<file path="config.mk">
export PLATFORM = sky130hd
export DESIGN_NAME = mpoly_reseed_gen
export DESIGN_NICKNAME = d
export VERILOG_FILES = /design/src/rtl/mpoly_pkg.sv /design/src/rtl/mpoly_tap_select.sv /design/src/rtl/mpoly_lfsr.sv /design/src/rtl/mpoly_seq_ctrl.sv /design/src/rtl/mpoly_reseed_gen.sv
export SDC_FILE = /design/constraint.sdc
export NUM_CORES = 1
export LEC_CHECK = 0
export ABC_AREA = 1
export BUFFER_PORTS_ARGS = -buffer_cell sky130_fd_sc_hd__buf_2
export CAP_MARGIN = 30
export CELL_PAD_IN_SITES_DETAIL_PLACEMENT = 1
export CELL_PAD_IN_SITES_GLOBAL_PLACEMENT = 2
export CORE_MARGIN = 3
export CORE_UTILIZATION = 28
export CTS_CLUSTER_SIZE = 28
export DETAILED_ROUTE_END_ITERATION = 16
export PLACE_DENSITY_LB_ADDON = 0.1
export SLEW_MARGIN = 20
export SYNTH_ARGS = -nofsm -noshare
export SYNTH_HDL_FRONTEND = slang
export SYNTH_SLANG_ARGS = --single-unit
export TNS_END_PERCENT = 50
</file>
<file path="constraint.sdc">
create_clock -name clk -period 1.4 [get_ports clk]
set_input_delay 0.14 -clock clk [delete_from_list [all_inputs] [get_ports clk]]
set_output_delay 0.14 -clock clk [all_outputs]
set_load 0.005 [all_outputs]
</file>
<file path="src/rtl/mpoly_pkg.sv">
package mpoly_pkg;
    typedef enum logic [2:0] {
        ST_IDLE,
        ST_FETCH,
        ST_LOAD,
        ST_SHIFT,
        ST_READY,
        ST_DONE
    } seq_state_e;
endpackage

</file>
<file path="src/rtl/mpoly_tap_select.sv">
module mpoly_tap_select #(
    parameter int LFSR_W    = 4,
    parameter int ID_W      = 4,
    parameter int NUM_POLYS = 2,
    parameter logic [NUM_POLYS*LFSR_W-1:0] TAP_TABLE = '0
) (
    input  logic [ID_W-1:0]   poly_id,
    output logic [LFSR_W-1:0] tap_mask
);
    localparam int SLOTS = 2 ** ID_W;

    logic [LFSR_W-1:0] mask_slot [SLOTS];

    for (genvar g = 0; g < SLOTS; g++) begin : g_slot
        if (g < NUM_POLYS) begin : g_used
            assign mask_slot[g] = TAP_TABLE[g*LFSR_W +: LFSR_W];
        end else begin : g_fallback
            assign mask_slot[g] = TAP_TABLE[LFSR_W-1:0];
        end
    end

    assign tap_mask = mask_slot[poly_id];
endmodule

</file>
<file path="src/rtl/mpoly_lfsr.sv">
module mpoly_lfsr #(
    parameter int LFSR_W = 4
) (
    input  logic              clk,
    input  logic              rst_n,
    input  logic              load,
    input  logic [LFSR_W-1:0] seed,
    input  logic              shift,
    input  logic [LFSR_W-1:0] tap_mask,
    output logic              serial_out
);
    logic [LFSR_W-1:0] stage_q;

    always_ff @(posedge clk) begin
        if (!rst_n) begin
            stage_q <= '0;
        end else if (load) begin
            stage_q <= seed;
        end else if (shift) begin
            stage_q <= {stage_q[LFSR_W-2:0], ^(stage_q & tap_mask)};
        end
    end

    assign serial_out = stage_q[LFSR_W-1];
endmodule

</file>
<file path="src/rtl/mpoly_seq_ctrl.sv">
module mpoly_seq_ctrl
    import mpoly_pkg::*;
#(
    parameter int CHAIN_LEN    = 10,
    parameter int NUM_PATTERNS = 4,
    parameter int ADDR_W       = 2
) (
    input  logic              clk,
    input  logic              rst_n,
    input  logic              start,
    output logic              rd_en,
    output logic [ADDR_W-1:0] rd_addr,
    output logic              load,
    output logic              shift,
    output logic              ready,
    output logic              done
);
    localparam int CNT_W = (CHAIN_LEN > 1) ? $clog2(CHAIN_LEN) : 1;
    localparam logic [CNT_W-1:0]  LAST_BIT  = CNT_W'(CHAIN_LEN - 1);
    localparam logic [ADDR_W-1:0] LAST_WORD = ADDR_W'(NUM_PATTERNS - 1);

    seq_state_e        state_q, state_d;
    logic [CNT_W-1:0]  bit_cnt_q;
    logic [ADDR_W-1:0] word_ptr_q;

    always_ff @(posedge clk) begin
        if (!rst_n) state_q <= ST_IDLE;
        else        state_q <= state_d;
    end

    always_comb begin
        state_d = state_q;
        unique case (state_q)
            ST_IDLE:  if (start) state_d = ST_FETCH;
            ST_FETCH: state_d = ST_LOAD;
            ST_LOAD:  state_d = ST_SHIFT;
            ST_SHIFT: if (bit_cnt_q == LAST_BIT) state_d = ST_READY;
            ST_READY: state_d = (word_ptr_q == LAST_WORD) ? ST_DONE : ST_FETCH;
            ST_DONE:  state_d = ST_IDLE;
            default:  state_d = ST_IDLE;
        endcase
    end

    always_ff @(posedge clk) begin
        if (!rst_n) begin
            bit_cnt_q  <= '0;
            word_ptr_q <= '0;
        end else begin
            if (state_q == ST_IDLE && start)              word_ptr_q <= '0;
            else if (state_q == ST_READY && word_ptr_q != LAST_WORD)
                                                          word_ptr_q <= word_ptr_q + 1'b1;
            if (state_q == ST_LOAD)                       bit_cnt_q <= '0;
            else if (state_q == ST_SHIFT)                 bit_cnt_q <= bit_cnt_q + 1'b1;
        end
    end

    always_comb begin
        rd_en   = 1'b0;
        load    = 1'b0;
        shift   = 1'b0;
        ready   = 1'b0;
        done    = 1'b0;
        rd_addr = word_ptr_q;
        unique case (state_q)
            ST_IDLE:  ;
            ST_FETCH: rd_en = 1'b1;
            ST_LOAD:  load  = 1'b1;
            ST_SHIFT: shift = 1'b1;
            ST_READY: ready = 1'b1;
            ST_DONE:  done  = 1'b1;
            default:  ;
        endcase
    end
endmodule

</file>
<file path="src/rtl/mpoly_reseed_gen.sv">
module mpoly_reseed_gen #(
    parameter int LFSR_W       = 4,
    parameter int ID_W         = 4,
    parameter int CHAIN_LEN    = 10,
    parameter int NUM_PATTERNS = 4,
    parameter int NUM_POLYS    = 2,
    parameter logic [NUM_POLYS*LFSR_W-1:0] TAP_TABLE = {4'b1001, 4'b1100},
    localparam int WORD_W = ID_W + LFSR_W,
    localparam int ADDR_W = (NUM_PATTERNS > 1) ? $clog2(NUM_PATTERNS) : 1
) (
    input  logic              clk,
    input  logic              rst_n,
    input  logic              start,
    output logic              mem_rd_en,
    output logic [ADDR_W-1:0] mem_addr,
    input  logic [WORD_W-1:0] mem_rd_data,
    output logic              scan_en,
    output logic              scan_out,
    output logic              pattern_ready,
    output logic              done
);
    logic              load_w;
    logic              shift_w;
    logic              lfsr_bit;
    logic [ID_W-1:0]   poly_id_q;
    logic [LFSR_W-1:0] tap_mask;

    mpoly_seq_ctrl #(
        .CHAIN_LEN   (CHAIN_LEN),
        .NUM_PATTERNS(NUM_PATTERNS),
        .ADDR_W      (ADDR_W)
    ) u_ctrl (
        .clk    (clk),
        .rst_n  (rst_n),
        .start  (start),
        .rd_en  (mem_rd_en),
        .rd_addr(mem_addr),
        .load   (load_w),
        .shift  (shift_w),
        .ready  (pattern_ready),
        .done   (done)
    );

    always_ff @(posedge clk) begin
        if (!rst_n)      poly_id_q <= '0;
        else if (load_w) poly_id_q <= mem_rd_data[WORD_W-1 -: ID_W];
    end

    mpoly_tap_select #(
        .LFSR_W   (LFSR_W),
        .ID_W     (ID_W),
        .NUM_POLYS(NUM_POLYS),
        .TAP_TABLE(TAP_TABLE)
    ) u_taps (
        .poly_id (poly_id_q),
        .tap_mask(tap_mask)
    );

    mpoly_lfsr #(
        .LFSR_W(LFSR_W)
    ) u_lfsr (
        .clk       (clk),
        .rst_n     (rst_n),
        .load      (load_w),
        .seed      (mem_rd_data[LFSR_W-1:0]),
        .shift     (shift_w),
        .tap_mask  (tap_mask),
        .serial_out(lfsr_bit)
    );

    assign scan_en  = shift_w;
    assign scan_out = shift_w & lfsr_bit;
endmodule

</file>
==> impl_metrics.csv, run 1 <==
group,metric,value,unit
floorplanning,io_pins,18,
grt,track_usage,13.3,%
cts,path_clk_slew,0.11,ns
floorplanning,fp.dieH,60.6,um
pwr,clock_power_share,22.6,%
yosys,synth_seq_cells,17,
cts,cts_tree,"yes",
grt,grt_max_degree,11,
route,ant_nets,0,
grt,grt_pass1_wl,3640,um
floorplanning,rows,19,
layout,areaGrowthSynthToFinish,36.3,%
pwr,p_leak,0.537,nW
layout,drive_gt1_share,34.7,%
timing,whs,0.0832,ns
yosys,syn_area,833,sq um
pwr,netSwitchingFraction,33.4,%
route,routed_wl,2170,um
run_status,status,"finished, final reports clean",
timing,rsz0062_at_grt,"yes",
worst_setup_path,worstSetupPathType,"reg -> out",
cts,insertion_delay,0.29,ns
worst_setup_path,crit_path_end_kind,"primary output",
placed_design,placed_cells,165,
worst_setup_path,worstPathArrival,1.21,ns
run,cap_violations,0,
cts,clock-sinks,17,
grt,first_global_vias,853,
yosys,syn_nets,129,
layout,fill_cells,364,
pwr,ir_worst_vdd,0.000561,V
cts,cts-root-buf,"clkbuf_4",
pwr,power_density,1050,nW/um^2
yosys,yosysWarnings,0,
placed_design,place_hpwl,1620,um
yosys,synth-compound-area-share,14.0,%
yosys,synth_adder_area_share,4.50,%
pwr,p_int,793,uW
route,vias_per_cell,4.61,
layout,final_core_util,40.5,%
yosys,avgSynthCellArea,7.25,sq um
floorplanning,core-area,2810,sq um
timing,setup_viol,0,
min_path,hold_path.class,"in -> reg",
layout,antennaDiodeCount,0,
layout,finalNonFillerCells,181,
yosys,ys_types,23,
route,dr.pass1.iters,4,
timing,slew_headroom,83.1,%
route,drt_iter0_markers,30,
timing,worstMarginPinSlew,0.253,ns
timing,fmax,742,MHz
pwr,netSwitchingPower,398,uW
yosys,netlist_instances,115,
timing,worst_clock_skew,0.00401,ns
layout,fin_nets,165,
timing,postLayoutSetupSlackWorst,0.0531,ns
placed_design,port_buffers,17,
cts,htreeDepth,1,
yosys,synth.mux.area_fraction,0,%
pwr,comb_power_share,29.9,%
cts,cts_made_buffers,3,
route,drc,0,
timing,slew_viol_final,0,
route,vias,834,
pwr,p_seq_share,47.5,%
floorplanning,die-area,3670,sq um
floorplanning,start_util,29.7,%
layout,final_cell_mix,"33 x nand2_1, 16 x buf_2, 15 x inv_1",
cts,clock_path_buffers,2,
yosys,synth_xor_xnor_area_share,1.05,%
grt,globalRouteOverflowTotal,0,
worst_setup_path,start_kind,"flop",
worst_setup_path,critPathMaxFanout,4,
layout,layout_commonest_cell,"nand2_1",
grt,antenna_found_initial,0,
cts,ctsHoldBuffers,0,
timing,post-route-period-util,96.2,%
worst_setup_path,cp.required,1.26,ns
placed_design,gp_congestion,0.702,
route,wl_per_cell,12.0,um
yosys,yosys.area_share.simple,31.2,%
placed_design,dpl_worst_slack,0.0433,ns
yosys,synth_top_family_by_area,"simple AND/OR/NAND/NOR gates",
timing,min_period,1.35,ns
timing,finalSetupTns,0,ns
yosys,yosysSeqAreaShare,40.8,%
timing,hold_viol,0,
floorplanning,die_x,60.6,um
-- cells in the mapped netlist --
master | number | area (sq um)
nand2_1 | 34 | 128
dfxtp_1 | 17 | 340
inv_1 | 16 | 60.1
a21oi_1 | 10 | 50.1
nor2_1 | 10 | 37.5
nand3_1 | 5 | 25.0
ha_1 | 3 | 37.5
o21ai_0 | 3 | 15.0
a211oi_1 | 2 | 15.0
a31oi_1 | 2 | 12.5
a21oi_2 | 1 | 8.76
a22oi_1 | 1 | 7.51
inv_2 | 1 | 3.75
inv_4 | 1 | 6.26
nand2_2 | 1 | 6.26
nand3b_1 | 1 | 7.51
nand4_2 | 1 | 12.5
nor2_4 | 1 | 11.3
nor2_8 | 1 | 20.0
o211ai_1 | 1 | 7.51
or2_1 | 1 | 6.26
or2_2 | 1 | 6.26
xnor2_1 | 1 | 8.76
-- kinds of logic (layout without fill, tap and decap cells) --
logic type | count (synthesis) | in the layout
DFF | 17 | 17
AOI/OAI and AO/OA | 20 | 20
adders and majority gates | 3 | 3
buffers and inverters | 18 | 53
and+or+nand+nor | 56 | 56
xor gates and xnor gates | 1 | 1
-- area by class of cell --
class | count | area, sq um | area share, %
Multi-Input combinational cell | 80 | 442 | 38.9
Tap cell | 31 | 38.8 | 3.41
Clock buffer | 3 | 22.5 | 1.98
Inverter | 18 | 72.6 | 6.39
Sequential cell | 17 | 347 | 30.5
Timing Repair Buffer | 31 | 209 | 18.4
Clock inverter | 1 | 5.00 | 0.441
-- state kept, by name, indices dropped and copies added (netlist names) --
register	cells
poly_id_q	4
u_ctrl.bit_cnt_q	4
u_ctrl.rd_addr	2
u_ctrl.state_q	3
u_lfsr.stage_q	4
-- timing repair --
| item | CTS | global route |
|---|---|---|
| hold endpoints to repair | 0 | 0 |
| setup endpoints to repair | 3 | 7 |
| gates resized for setup | 5 | 8 |
| buffers inserted | 5 | 7 |
| pin swaps | 2 | 3 |
-- power groups by stage --
stage / Sequential (mW) / Clock (mW) / Combinational (mW)
final: 0.565 / 0.269 / 0.356
after global routing: 0.573 / 0.314 / 0.405
after CTS: 0.564 / 0.288 / 0.333
after detailed placement: 0.575 / 0 / 0.284
after global placement: 0.575 / 0 / 0.277
after floorplan: 0.566 / 0 / 0.196
-- per-stage QoR --
stage                     total power [mW]  area, sq um
after floorplan                      0.763          833
after global routing                  1.29         1140
after global placement               0.852          972
after CTS                             1.19         1060
final                                 1.19         1140
after detailed placement             0.859          972
-- path summary, 6_finish.rpt --
kind	start	end	slack (ns)	cells after the start
worst max register to register	u_ctrl.state_q[2]$_SDFFE_PN0P_	u_ctrl.bit_cnt_q[3]$_SDFFE_PP0N_	0.08	7
worst min register to register	poly_id_q[0]$_SDFFE_PN0P_	poly_id_q[0]$_SDFFE_PN0P_	0.46	2
worst max-delay path	u_ctrl.state_q[2]$_SDFFE_PN0P_	scan_out	0.05	6
worst min-delay path	mem_rd_data[6]	poly_id_q[2]$_SDFFE_PN0P_	0.08	3
-- per-layer routing --
layer	global-route usage, %	vias up	part of all wire, %
li1	-	439	-
met1	15.6	383	48
met2	23.8	10	48
met3	3.83	2	2.7
met4	3.72	0	0.88
met5	0	-	0
-- critical path, stage by stage (launching register included) --
cell,delay (ns)
dfxtp_4,0.38
nor2_4,0.15
inv_4,0.06
nor2_8,0.11
inv_4,0.04
nor2_2,0.06
buf_2,0.11
Note: power is estimated with default switching activity, not from simulation.
==> run 2, diff against run 1 <==
Settings changed: ABC_AREA 1 to unset, CORE_UTILIZATION 28 to 31.
==> run 2 against run 1 <==
Total power is 18% lower. Worst setup slack improved by 0.019 ns. Clock skew is essentially flat. Count of clock-buffer cells in the layout grew 1. First-iteration DRC count fell by 63%.
==> impl_metrics.csv, run 2 <==
group,metric,value,unit
yosys,synth-compound-area-share,19.2,%
cts,clock_path_buffers,2,
yosys,async_flop_share,0,%
pwr,ir_worst_vdd,0.000489,V
layout,multi_input_comb_area,510,sq um
yosys,syn_area,891,sq um
layout,drive_gt1_share,31.1,%
timing,slew_viol_final,0,
placed_design,placed_cells,143,
timing,worstMarginPinSlew,0.390,ns
route,vias_per_cell,5.09,
cts,clock-sinks,17,
yosys,netlist_instances,98,
yosys,synth_common_cells,"17 x dfxtp_1, 12 x nand2_1, 7 x o21ai_0",
layout,final_core_util,40.4,%
worst_setup_path,worstSetupPathType,"reg -> out",
floorplanning,die_x,59.6,um
placed_design,port_buffers,17,
floorplanning,rows,18,
placed_design,place_hpwl,1490,um
cts,cts-root-buf,"clkbuf_4",
layout,top_regs,"poly_id_q: 4 flops, u_ctrl.bit_cnt_q: 4 flops, u_lfsr.stage_q: 4 flops",
yosys,avgSynthCellArea,9.09,sq um
route,vias,759,
cts,cts_made_buffers,3,
min_path,hold_path.class,"in -> reg",
timing,hold_viol,0,
timing,fmax,753,MHz
route,routed_wl,2070,um
route,drt_iter0_markers,11,
cts,insertion_delay,0.29,ns
timing,min_period,1.33,ns
layout,layout_commonest_cell,"buf_2",
yosys,syn_nets,112,
floorplanning,io_pins,18,
layout,seqCellArea,347,sq um
yosys,yosysWarnings,0,
layout,areaGrowthSynthToFinish,18.4,%
grt,globalRouteOverflowTotal,0,
yosys,synth.mux.area_fraction,5.76,%
yosys,synth_top_family_by_area,"simple AND/OR/NAND/NOR gates",
yosys,synth_ff_type,"dfxtp_1",
worst_setup_path,cp.required,1.26,ns
pwr,power_density,931,nW/um^2
layout,fin_nets,134,
yosys,yosysSeqAreaShare,38.2,%
yosys,synthTopCellsByArea,"dfxtp_1 38%, a21boi_1 5.1%, nand2_1 5.1%, mux2i_1 4.5%, ha_1 4.2%",
yosys,synth_largest_area_cell,"dfxtp_1",
timing,post-route-period-util,94.8,%
layout,antennaDiodeCount,0,
cts,path_clk_slew,0.11,ns
yosys,yosysMostFrequentCell,"dfxtp_1",
grt,grt_pass1_wl,3720,um
grt,antenna_found_initial,0,
timing,setup_viol,0,
timing,slew_headroom,73.7,%
worst_setup_path,start_kind,"flop",
timing,worst_clock_skew,0.00435,ns
floorplanning,fp.dieH,59.6,um
worst_setup_path,critPathMaxFanout,6,
timing,rsz0062_at_grt,"yes",
run,cap_violations,0,
grt,first_global_vias,787,
worst_setup_path,worstPathArrival,1.19,ns
yosys,synth_seq_cells,17,
route,dr.pass1.iters,2,
grt,grt_max_degree,18,
yosys,synth_adder_area_share,4.21,%
cts,cts_tree,"yes",
route,ant_nets,0,
yosys,ys_types,38,
layout,final_cell_mix,"17 x buf_2, 14 x dfxtp_1, 12 x nand2_1",
layout,finalNonFillerCells,149,
yosys,synth_xor_xnor_area_share,0.983,%
pwr,p_leak,0.470,nW
route,drc,0,
floorplanning,die-area,3550,sq um
layout,fill_cells,319,
floorplanning,start_util,34.1,%
route,wl_per_cell,13.9,um
yosys,synth_edf_count,0,
placed_design,gp_congestion,0.672,
floorplanning,core-area,2610,sq um
grt,track_usage,14.1,%
cts,ctsHoldBuffers,0,
cts,htreeDepth,1,
run_status,status,"finished, final reports clean",
yosys,synth_top_area_share,38.2,%
yosys,yosys.area_share.simple,26.3,%
worst_setup_path,crit_path_end_kind,"primary output",
==> run 2: cell types whose count changed in the layout (fill, tap and decap cells not counted), moves of 4 or more <==
cell / change
a21boi_1: +6
a21oi_1: -5
and2_1: +4
buf_4: -8
inv_1: -13
mux2i_1: +4
nand2_1: -21
nand3_1: -4
nor2_1: -5
o21ai_0: +4
==> run 2: layout make-up <==
cell class,count,share of cell area [%]
Multi-Input combinational cell,73,48.4
Sequential cell,17,32.9
Timing Repair Buffer,22,11.6
Tap cell,30,3.56
Clock buffer,4,2.49
Inverter,3,1.07
==> run 2: what timing repair did <==
item                                    4_1_cts  5_1_grt
endpoints found under the setup margin        2        4
buffers inserted                              2        0
resized for setup                             3        3
pin swaps                                     0        0
==> run 2: metrics by stage <==
step	hold slack (ns)	setup TNS [ns]	power (mW)	setup WS [ns]	cell area [sq um]
6_report	0.0765	0	0.982	0.0721	1050
5_1_grt	0.0779	-0.0363	1.05	-0.0219	1050
4_1_cts	0.0678	0	1.00	0.0201	1050
3_5_place_dp	0.393	0	0.707	0.112	1000
3_3_place_gp	0.381	0	0.702	0.154	1000
2_1_floorplan	0.275	0	0.655	0.236	891
==> run 2: per-layer routing <==
| layer | track usage [%] | vias up | share of wire, % |
|---|---|---|---|
| li1 | - | 388 | - |
| met1 | 19.0 | 355 | 50 |
| met2 | 21.5 | 12 | 46 |
| met3 | 2.61 | 4 | 3.0 |
| met4 | 6.65 | 0 | 1.7 |
| met5 | 0 | - | 0 |
==> run 2: power breakdown <==
group | switching (mW) | total (mW) | internal [mW]
clock | 0.164 | 0.275 | 0.111
combinational | 0.0901 | 0.175 | 0.0854
sequential | 0.0224 | 0.531 | 0.509
==> run 2: cell families (layout without fill, tap and decap cells) <==
group	count (synthesis)	count (layout)
xor+xnor	1	1
mux	5	5
buf+inv	8	29
flops	17	17
simple gates	38	38
compound gates	26	26
fa+ha+maj	3	3
==> run 2: path summary, 6_finish.rpt <==
path,startpoint,to,slack [ns],cells after the start
worst max-delay path,u_ctrl.state_q[1]$_SDFFE_PN0P_,pattern_ready,0.07,4
worst min-delay path,mem_rd_data[6],poly_id_q[2]$_SDFFE_PN0P_,0.08,3
worst max register to register,poly_id_q[1]$_SDFFE_PN0P_,u_lfsr.stage_q[0]$_SDFFE_PN0P_,0.12,4
worst min register to register,poly_id_q[0]$_SDFFE_PN0P_,poly_id_q[0]$_SDFFE_PN0P_,0.49,2
==> run 2: critical path, stage by stage (launching register included) <==
cell and delay, ns:
dfxtp_4 0.39, nor2_1 0.21, nand2_1 0.12, inv_2 0.08, buf_2 0.10
==> run 3, diff against run 2 <==
Settings changed: CAP_MARGIN 30 to unset, REMOVE_ABC_BUFFERS set to 1.
==> run 3 against run 2 <==
Sequential power barely moved. Total power fell by 1.5%. Final cell count did not move. Via count rose by 0.66%. Sequential cell count did not move. Wire length fell by 5.3%. Combinational power barely moved. First-iteration DRC count rose to 3.0 times the previous value. Fmax rose by 0.87%. Largest cell class unchanged. Largest power group unchanged.
==> impl_metrics.csv, run 3 (synthesis gave the netlist of run 2 again) <==
group,metric,value,unit
grt,track_usage,12.2,%
grt,grt_max_degree,20,
layout,areaGrowthSynthToFinish,19.1,%
placed_design,placed_cells,143,
placed_design,place_hpwl,1420,um
grt,grt_pass1_wl,3220,um
layout,fin_nets,134,
floorplanning,start_util,34.1,%
route,drc,0,
floorplanning,core-area,2610,sq um
timing,slew_viol_final,0,
worst_setup_path,worstSetupPathType,"reg -> out",
timing,setup_viol,0,
timing,worst_clock_skew,0.00124,ns
timing,rsz0062_at_grt,"yes",
route,dr.pass1.iters,3,
timing,worstMarginPinSlew,0.368,ns
cts,cts_tree,"yes",
min_path,hold_path.class,"in -> reg",
layout,antennaDiodeCount,0,
cts,cts_made_buffers,3,
run_status,status,"finished, final reports clean",
placed_design,port_buffers,17,
floorplanning,rows,18,
worst_setup_path,critPathMaxFanout,6,
layout,finalNonFillerCells,149,
route,routed_wl,1970,um
worst_setup_path,start_kind,"flop",
worst_setup_path,crit_buf_inv,1,
timing,postLayoutSetupSlackWorst,0.0836,ns
placed_design,dpl_worst_slack,0.122,ns
layout,final_cell_mix,"17 x buf_2, 15 x dfxtp_1, 12 x nand2_1",
grt,antenna_found_initial,0,
worst_setup_path,crit_chain,"nor2b_4 > and3_2 > buf_2",
worst_setup_path,crit_path_end_kind,"primary output",
floorplanning,die-area,3550,sq um
grt,globalRouteOverflowTotal,0,
pwr,ir_worst_vdd,0.000573,V
route,vias_per_cell,5.13,
layout,top_regs,"poly_id_q: 4 flops, u_ctrl.bit_cnt_q: 4 flops, u_lfsr.stage_q: 4 flops",
pwr,power_density,911,nW/um^2
route,drt_iter0_markers,33,
cts,ctsHoldBuffers,0,
timing,min_period,1.32,ns
cts,cts-root-buf,"clkbuf_4",
layout,drive_gt1_share,29.4,%
route,wl_per_cell,13.2,um
worst_setup_path,crit_family,"flip-flops",
cts,path_clk_slew,0.10,ns
grt,first_global_vias,712,
cts,htreeDepth,1,
floorplanning,io_pins,18,
route,vias,764,
layout,layout_commonest_cell,"buf_2",
placed_design,gp_congestion,0.706,
timing,slew_headroom,75.4,%
timing,post-route-period-util,94.0,%
pwr,p_leak,0.473,nW
timing,hold_viol,0,
worst_setup_path,worstPathArrival,1.18,ns
worst_setup_path,slowest_stage,"dfxtp_2",
run,cap_violations,0,
floorplanning,fp.dieH,59.6,um
worst_setup_path,cp.required,1.26,ns
layout,final_core_util,40.6,%
cts,clock_path_buffers,2,
floorplanning,die_x,59.6,um
route,ant_nets,0,
cts,insertion_delay,0.28,ns
worst_setup_path,slowest_delay,0.41,ns
timing,fmax,760,MHz
cts,clock-sinks,17,
[run 3: per-stage QoR]
step	hold WS, ns	power (mW)	instance area, sq um	setup TNS, ns
3_5_place_dp	0.387	0.710	1010	0
5_1_grt	0.0886	1.03	1060	-0.0234
6_report	0.0769	0.967	1060	0
3_3_place_gp	0.385	0.708	1010	0
2_1_floorplan	0.256	0.637	855	0
4_1_cts	0.0668	0.985	1040	0
[run 3: what timing repair did]
action                                  4_1_cts  5_1_grt
pin swaps                                     0        0
buffers inserted                              0        2
endpoints found under the setup margin        2        4
resized for setup                             2        1
[run 3: metal layers]
layer | track usage (%) | vias to the layer above | part of all wire [%]
met5 | 0 | - | 0
met4 | 3.80 | 0 | 1.1
met3 | 2.83 | 4 | 4.0
met2 | 19.3 | 13 | 43
met1 | 16.4 | 355 | 52
li1 | - | 392 | -
[run 3: worst paths after layout]
kind                                       start                        endpoint  slack (ns)  cells after the start
hold reg to reg        poly_id_q[0]$_SDFFE_PN0P_       poly_id_q[0]$_SDFFE_PN0P_        0.49                      2
hold / removal                    mem_rd_data[5]       poly_id_q[1]$_SDFFE_PN0P_        0.08                      3
setup reg to reg       poly_id_q[1]$_SDFFE_PN0P_  u_lfsr.stage_q[0]$_SDFFE_PN0P_        0.16                      4
setup / recovery  u_ctrl.state_q[1]$_SDFFE_PN0P_                        scan_out        0.08                      3
[run 3: where the power goes]
group	switching, mW	leakage [nW]	internal [mW]	total (mW)
clock network	0.149	0.0150	0.111	0.260
registers	0.0232	0.139	0.509	0.532
logic	0.0862	0.319	0.0886	0.175
[run 3: area by class of cell]
cell class              instances  area, sq um
clock buffers                   4         26.3
fillers                       312         1550
inverters                       3         11.3
multi-input cells              73          508
flip-flops and latches         17          343
well taps                      30         37.5
repair buffers                 22          135
[run 3: worst reg2reg max path, delay by kind of cell (launching register included)]
| family | cells | cell delay, ns |
|---|---|---|
| mux | 1 | 0.25 |
| flops | 1 | 0.33 |
| simple gates | 1 | 0.33 |
| compound gates | 1 | 0.08 |
| xor+xnor | 1 | 0.16 |
